<file path="config.mk">
export PLATFORM = sky130hd
export DESIGN_NAME = dma_reqgen_chan
export DESIGN_NICKNAME = d
export VERILOG_FILES = /design/src/rtl/dma_reqgen_pkg.sv /design/src/rtl/dma_reqgen_trig.sv /design/src/rtl/dma_reqgen_burst.sv /design/src/rtl/dma_reqgen_ovr.sv /design/src/rtl/dma_reqgen_chan.sv
export SDC_FILE = /design/constraint.sdc
export NUM_CORES = 1
export LEC_CHECK = 0
export CAP_MARGIN = 20
export CORE_ASPECT_RATIO = 1.5
export CORE_MARGIN = 4
export CORE_UTILIZATION = 40
export CTS_BUF_LIST = sky130_fd_sc_hd__clkbuf_16
export DETAILED_ROUTE_END_ITERATION = 8
export PLACE_DENSITY = 0.88
export SYNTH_ARGS = -nofsm -noshare
export SYNTH_HDL_FRONTEND = slang
export SYNTH_HIERARCHICAL = 1
export SYNTH_SLANG_ARGS = --single-unit
</file>
<file path="constraint.sdc">
create_clock -name clk -period 3.5 [get_ports clk]
set_clock_uncertainty 0.15 [all_clocks]
set_input_delay 1.05 -clock clk [delete_from_list [all_inputs] [get_ports clk]]
set_output_delay 1.05 -clock clk [all_outputs]
set_load 0.01 [all_outputs]
</file>
<file path="src/rtl/dma_reqgen_pkg.sv">
package dma_reqgen_pkg;

  typedef enum logic [1:0] {
    EDGE_NONE = 2'b00,
    EDGE_RISE = 2'b01,
    EDGE_FALL = 2'b10,
    EDGE_BOTH = 2'b11
  } edge_mode_e;

  // True when the selected line moved in the direction the mode asks for.
  function automatic logic edge_hit(input logic [1:0] mode, input logic prev, input logic cur);
    logic rise;
    logic fall;
    rise = ~prev & cur;
    fall = prev & ~cur;
    case (mode)
      EDGE_RISE: edge_hit = rise;
      EDGE_FALL: edge_hit = fall;
      EDGE_BOTH: edge_hit = rise | fall;
      default:   edge_hit = 1'b0;
    endcase
  endfunction

endpackage

</file>
<file path="src/rtl/dma_reqgen_trig.sv">
module dma_reqgen_trig #(
  parameter int SEL_W = 5,
  localparam int N_TRIG = 1 << SEL_W
) (
  input  logic              clk,
  input  logic              rst_n,
  input  logic [N_TRIG-1:0] trig_in,
  input  logic [SEL_W-1:0]  trig_sel,
  input  logic [1:0]        edge_mode,
  output logic              hit
);
  import dma_reqgen_pkg::*;

  logic sel_now;
  logic sel_prev_q;

  assign sel_now = trig_in[trig_sel];

  always_ff @(posedge clk or negedge rst_n) begin
    if (!rst_n) sel_prev_q <= 1'b0;
    else        sel_prev_q <= sel_now;
  end

  assign hit = edge_hit(edge_mode, sel_prev_q, sel_now);

endmodule

</file>
<file path="src/rtl/dma_reqgen_burst.sv">
module dma_reqgen_burst #(
  parameter int CNT_W = 5
) (
  input  logic             clk,
  input  logic             rst_n,
  input  logic             enable,
  input  logic             trig_evt,
  input  logic             served,
  input  logic [CNT_W-1:0] req_count,
  output logic             dma_req,
  output logic             burst_active
);

  logic             req_q;
  logic             act_q;
  logic [CNT_W-1:0] rem_q;
  logic             handshake;
  logic             last_one;

  function automatic logic [CNT_W-1:0] count_down(input logic [CNT_W-1:0] v);
    count_down = v - CNT_W'(1);
  endfunction

  assign handshake = req_q & served;
  assign last_one  = (rem_q == '0);

  always_ff @(posedge clk or negedge rst_n) begin
    if (!rst_n) begin
      req_q <= 1'b0;
      act_q <= 1'b0;
      rem_q <= '0;
    end else if (!enable) begin
      req_q <= 1'b0;
      act_q <= 1'b0;
      rem_q <= '0;
    end else if (trig_evt) begin
      req_q <= 1'b1;
      act_q <= 1'b1;
      rem_q <= req_count;
    end else if (act_q) begin
      if (handshake) begin
        req_q <= 1'b0;
        if (last_one) act_q <= 1'b0;
        else          rem_q <= count_down(rem_q);
      end else if (!req_q) begin
        req_q <= 1'b1;
      end
    end
  end

  assign dma_req      = req_q;
  assign burst_active = act_q;

endmodule

</file>
<file path="src/rtl/dma_reqgen_ovr.sv">
module dma_reqgen_ovr (
  input  logic clk,
  input  logic rst_n,
  input  logic set_evt,
  input  logic clr,
  output logic flag
);

  logic flag_q;

  always_ff @(posedge clk or negedge rst_n) begin
    if (!rst_n)       flag_q <= 1'b0;
    else if (set_evt) flag_q <= 1'b1;
    else if (clr)     flag_q <= 1'b0;
  end

  assign flag = flag_q;

endmodule

</file>
<file path="src/rtl/dma_reqgen_chan.sv">
module dma_reqgen_chan #(
  parameter int SEL_W = 5,
  parameter int CNT_W = 5,
  localparam int N_TRIG = 1 << SEL_W
) (
  input  logic              clk,
  input  logic              rst_n,
  input  logic              enable,
  input  logic [N_TRIG-1:0] trig_in,
  input  logic [SEL_W-1:0]  trig_sel,
  input  logic [1:0]        edge_mode,
  input  logic [CNT_W-1:0]  req_count,
  input  logic              served,
  input  logic              ovr_clear,
  output logic              dma_req,
  output logic              ovr_flag
);

  logic edge_seen;
  logic trig_evt;
  logic burst_active;
  logic ovr_evt;

  dma_reqgen_trig #(.SEL_W(SEL_W)) u_trig (
    .clk       (clk),
    .rst_n     (rst_n),
    .trig_in   (trig_in),
    .trig_sel  (trig_sel),
    .edge_mode (edge_mode),
    .hit       (edge_seen)
  );

  assign trig_evt = enable & edge_seen;
  assign ovr_evt  = trig_evt & burst_active;

  dma_reqgen_burst #(.CNT_W(CNT_W)) u_burst (
    .clk          (clk),
    .rst_n        (rst_n),
    .enable       (enable),
    .trig_evt     (trig_evt),
    .served       (served),
    .req_count    (req_count),
    .dma_req      (dma_req),
    .burst_active (burst_active)
  );

  dma_reqgen_ovr u_ovr (
    .clk     (clk),
    .rst_n   (rst_n),
    .set_evt (ovr_evt),
    .clr     (ovr_clear),
    .flag    (ovr_flag)
  );

endmodule

</file>
==> results of run 1 <==
[kinds of logic (layout without fill, tap and decap cells)]
family / count (synthesis) / in the layout / synth area share
DFF: 9 / 9 / 0.255
and+or+nand+nor: 28 / 28 / 0.201
muxes: 14 / 14 / 0.166
AOI/OAI and AO/OA: 32 / 32 / 0.274
buffers and inverters: 10 / 70 / 0.0610
adders and majority gates: 3 / 3 / 0.0426
[metal layers]
layer  vias up  GRT usage  part of all wire
li1        491          -                 -
met2        65      0.355              0.51
met3         7     0.0521              0.11
met1       465      0.179              0.35
met4         0      0.107             0.027
met5         -          0                 0
[final cells by class]
type	instances	area share
Timing Repair inverter	1	0.00461
Clock inverter	1	0.00230
Clock buffer	3	0.0461
Timing Repair Buffer	59	0.349
Tap cell	22	0.0169
Inverter	6	0.0154
Sequential cell	9	0.138
Multi-Input combinational cell	77	0.428
[layout by cell type, fill, tap and decap left out, types with 2 or more instances in the layout]
cell type,synthesis,layout
clkbuf_16,0,3
dfrtp_1,9,9
buf_6,2,2
a22o_1,2,2
buf_4,0,7
nand2_1,7,7
mux2i_1,12,12
o311ai_4,0,2
nor2b_1,3,3
and3_1,2,2
a21oi_1,3,2
ha_1,3,3
dlygate4sd2_1,0,4
nand3_1,2,2
a21boi_1,0,2
o21ai_0,7,4
clkdlybuf4s50_1,0,44
a31oi_1,2,2
inv_1,6,6
nand4b_1,2,2
o21ai_2,0,2
[report_power, final]
part           switching, uW  internal, uW
Combinational           75.9           102
Sequential              8.79           114
Clock                   52.5           149
Total                    137           365
[through the flow]
stage | hold WS [ps] | setup TNS (ps) | setup slack (ps) | cell area, um^2 | util
global placement | 318 | -3730 | -570 | 1430 | 0.689
detailed placement | 326 | -4750 | -699 | 1430 | 0.689
finish | 330 | 0 | 110 | 1630 | 0.784
CTS | 335 | 0 | 11.4 | 1550 | 0.748
global route | 367 | -34.4 | -19.1 | 1630 | 0.784
floorplan | 370 | 0 | 12.3 | 882 | -
[sequential cells by signal (all words and copies together) (netlist names)]
name	count
u_ovr/flag	1
u_burst/rem_q	5
u_burst/dma_req	1
u_trig/sel_prev_q	1
u_burst/burst_active	1
[critical path: stages]
cell,delay [ps]
clkdlybuf4s50_1,410
nor2b_1,160
a2111oi_4,220
nor3b_2,90
a22o_1,210
a311oi_2,190
ha_1,270
nand2_1,70
o211ai_1,90
o21ai_1,90
and2_4,200
inv_4,60
o21ai_0,170
a31oi_1,70
[timing repair]
item,CTS,global route
pin swaps,10,10
buffers inserted,2,0
gates cloned,1,0
endpoints found under the setup margin,8,7
resized for setup,24,14
[worst paths after layout]
kind | from | endpoint | cells past startpoint
worst min register to register | u_ovr/flag | u_ovr/flag | 1
worst min-delay path | u_ovr/flag | u_ovr/flag | 1
min in group asynchronous | rst_n | u_trig/sel_prev_q | 1
max in group asynchronous | rst_n | u_burst/rem_q[3] | 1
worst max register to register | u_burst/rem_q[0] | u_burst/rem_q[1] | 5
worst max-delay path | trig_in[8] | u_burst/rem_q[2] | 14
==> flow_summary.yaml, run 1 <==
run_status:
  outcome: "completed"
clock_tree:
  holdBufCountCts: 0
  cts.sinks: 9
  cts_tree: "built"
  root_buffer: "clkbuf_16"
  worstSkewPairLatency_ps: 240
  clkTransAtPathRegs_ps: 40
  h-tree-depth: 1
  cts_buffers: 3
  clockBufferDepth: 2
sta:
  setup_viol: 0
  worst_slew_pin_slew_ps: 413
  period_share: 0.969
  min_period_ps: 3390
  clock.fmax_mhz: 295
  timing.slew.headroom: 0.724
  drv_slew: 0
  finalHoldViolCount: 0
place:
  gp_congestion: 0.883
  post-place-cells: 171
  place.port_buffers: 50
  dp_hpwl_um: 2200
detailed_routing:
  wirelength_um: 2820
  vias: 1028
  via_per_inst: 5.78
  drc: 0
  ant_nets: 0
  first_pass_iters: 5
  wl_per_cell_um: 15.9
  drtIter0Drc: 15
layout:
  layout-drive-gt1-share: 0.231
  layout.area.seq_um2: 225
  fillers: 131
  antenna_cells: 0
  area_delta_synth_final_pct: 84.7
  nets: 209
  final_cell_count_no_fill: 178
  multi_input_area_um2: 697
logic_synthesis:
  synth_edf_count: 0
  syn_area_um2: 882
  yosys.area.top_type: "dfrtp_1"
  synth_warnings: 6
  ys_seq_elements: 9
  synth_top_area_frac: 0.255
  async_flop_share: 1.00
  yosysMostFrequentCell: "mux2i_1"
  synth_common_cells: "mux2i_1, dfrtp_1, nand2_1, o21ai_0, inv_1"
  synth_cell_types: 41
  synth_flop_cell: "dfrtp_1"
  ys_seq_area_frac: 0.255
  synth.area.top_cells: "dfrtp_1, mux2i_1, ha_1, o21ai_0, nand2_1"
  synth_cells: 96
  syn_avg_cell_area_um2: 9.19
  synth.net_count: 148
power_and_ir_drop:
  power_leakage_uw: 0.000700
  power_uw: 503
  ir_drop_mv: 0.196
  powerDensity_nw_per_um2: 309
floorplanning:
  io_pins: 51
  core_area_um2: 2080
  die_w_um: 46.3
  fp.dieH_um: 65.5
  num_rows: 20
  die_area_um2: 3040
  initial_core_util: 0.425
critical_path:
  path_class: "in2reg"
  start_kind: "input pin"
  worstPathArrival_ps: 3350
  cp.required_ps: 3460
  endpoint_kind: "register"
  cp_max_fo: 5
  rrSetupSlack_ps: 1470
grt:
  grt.total_usage: 0.194
  globalRoute.totalOverflow: 0
  grt_max_degree: 11
  antenna_found_initial: 0
  grt_pass1_wl_um: 4280
  grt_pass1_vias: 1087
job:
  maxCapViolCount: 0
worst_hold_path:
  hp-class: "reg2reg"
No activity file was read; power rests on OpenSTA's default activity.
==> inputs of run 2 (changes only) <==
- CTS_CLUSTER_SIZE: not set -> 10
==> results of run 2 <==
No change in the layout: final DEF, timing and power equal those of run 1.
==> inputs of run 3 (changes only) <==
- CORE_UTILIZATION: 40 -> 38
- PLACE_DENSITY: 0.88 -> 0.84
- clock period: 3.5 -> 3.45 ns (I/O delays scaled with it)
==> flow_summary.yaml, run 3 (same netlist as run 1, synthesis figures left out) <==
run_status:
  outcome: "completed"
detailed_routing:
  via_per_inst: 5.85
  first_pass_iters: 4
  ant_nets: 0
  wl_per_cell_um: 17.6
  vias: 1053
  wirelength_um: 3170
  drc: 0
  drtIter0Drc: 19
critical_path:
  cp_max_fo: 5
  cp.required_ps: 3420
  start_kind: "input pin"
  worstPathArrival_ps: 3280
  endpoint_kind: "register"
  path_class: "in2reg"
floorplanning:
  io_pins: 51
  initial_core_util: 0.395
  num_rows: 21
  die_w_um: 47.3
  die_area_um2: 3170
  core_area_um2: 2230
  fp.dieH_um: 67.0
power_and_ir_drop:
  powerDensity_nw_per_um2: 307
  power_leakage_uw: 0.000799
  ir_drop_mv: 0.173
clock_tree:
  root_buffer: "clkbuf_16"
  worstSkewPairLatency_ps: 240
  holdBufCountCts: 0
  cts_tree: "built"
  h-tree-depth: 1
  cts.sinks: 9
  clkTransAtPathRegs_ps: 40
  clockBufferDepth: 2
  cts_buffers: 3
sta:
  min_period_ps: 3320
  setup_viol: 0
  finalHoldViolCount: 0
  fin_setup_tns_ps: 0
  period_share: 0.961
  rsz0062_at_grt: "true"
  clock.fmax_mhz: 302
  worst_slew_pin_slew_ps: 429
  drv_slew: 0
  timing.slew.headroom: 0.713
layout:
  largest_reg_flops: 5
  top_register: "u_burst/rem_q"
  antenna_cells: 0
  area_delta_synth_final_pct: 90.9
  utilization: 0.754
  fillers: 149
  layout.area.seq_um2: 225
  layout-drive-gt1-share: 0.274
  final_common_cell: "clkdlybuf4s50_1"
  multi_input_area_um2: 722
  mostFrequentLayoutCells: "clkdlybuf4s50_1, mux2i_1, dlymetal6s2s_1"
  nets: 210
grt:
  antenna_found_initial: 0
  grt.total_usage: 0.188
  grt_max_degree: 11
  grt_pass1_vias: 1020
  grt_pass1_wl_um: 4260
  globalRoute.totalOverflow: 0
worst_hold_path:
  hp-class: "reg2reg"
place:
  dp_hpwl_um: 2150
  gp_congestion: 0.836
  place.port_buffers: 50
job:
  maxCapViolCount: 0
## run 3: per-stage QoR
stage | setup slack, ps | std cells | area (um^2) | hold slack [ps] | power [uW]
after floorplan | 8.59 | 96 | 882 | 370 | 197
after global placement | -646 | 174 | 1450 | 314 | 279
after detailed placement | -772 | 174 | 1450 | 319 | 284
after CTS | 0.0691 | 179 | 1580 | 327 | 505
after global routing | 11.6 | 180 | 1680 | 335 | 541
final | 133 | 180 | 1680 | 325 | 518
## run 3: path summary, 6_finish.rpt
path / startpoint / endpoint / slack [ps] / depth (start not counted)
hold reg to reg: u_ovr/flag / u_ovr/flag / 330 / 1
setup / recovery: trig_in[7] / u_burst/rem_q[0] / 130 / 14
min in group asynchronous: rst_n / u_burst/rem_q[0] / 950 / 1
hold / removal: u_ovr/flag / u_ovr/flag / 330 / 1
max in group asynchronous: rst_n / u_burst/burst_active / 1900 / 1
setup reg to reg: u_burst/rem_q[0] / u_burst/rem_q[1] / 1440 / 5
## run 3: area by class of cell
cell class              count  share of cell area
multi-input cells          77               0.429
repair buffers             60               0.354
flip-flops and latches      9               0.134
clock buffers               3              0.0446
well taps                  23              0.0171
inverters                   6              0.0149
repair inverters            1             0.00446
clock inverters             1             0.00223
## run 3: critical path, stage by stage
cell and delay (ps):
clkdlybuf4s50_1 450, mux2i_1 70, a22oi_2 210, o311ai_4 150
a21oi_2 170, a311oi_2 70, ha_1 310, nand2_1 70
o211ai_1 90, o21ai_1 100, and2_4 220, clkinvlp_4 130
o21ai_2 160, nor3_2 40
## run 3: power by group
part | internal [uW] | leakage [uW] | total, uW | switching (uW)
sequential | 116 | 0.000120 | 125 | 9.16
clock | 152 | 0.0000423 | 208 | 56.2
combinational | 105 | 0.000637 | 184 | 79.6
## run 3: what timing repair did
action,in CTS,in global routing
pin swaps,9,12
gates cloned,1,0
resized for setup,25,38
buffers inserted,0,1
endpoints found under the setup margin,8,7
## run 3: per-layer routing
layer	routed length [um]	track usage
met3	329	0.0622
met5	0	0
met2	1660	0.327
met1	1040	0.172
met4	136	0.125
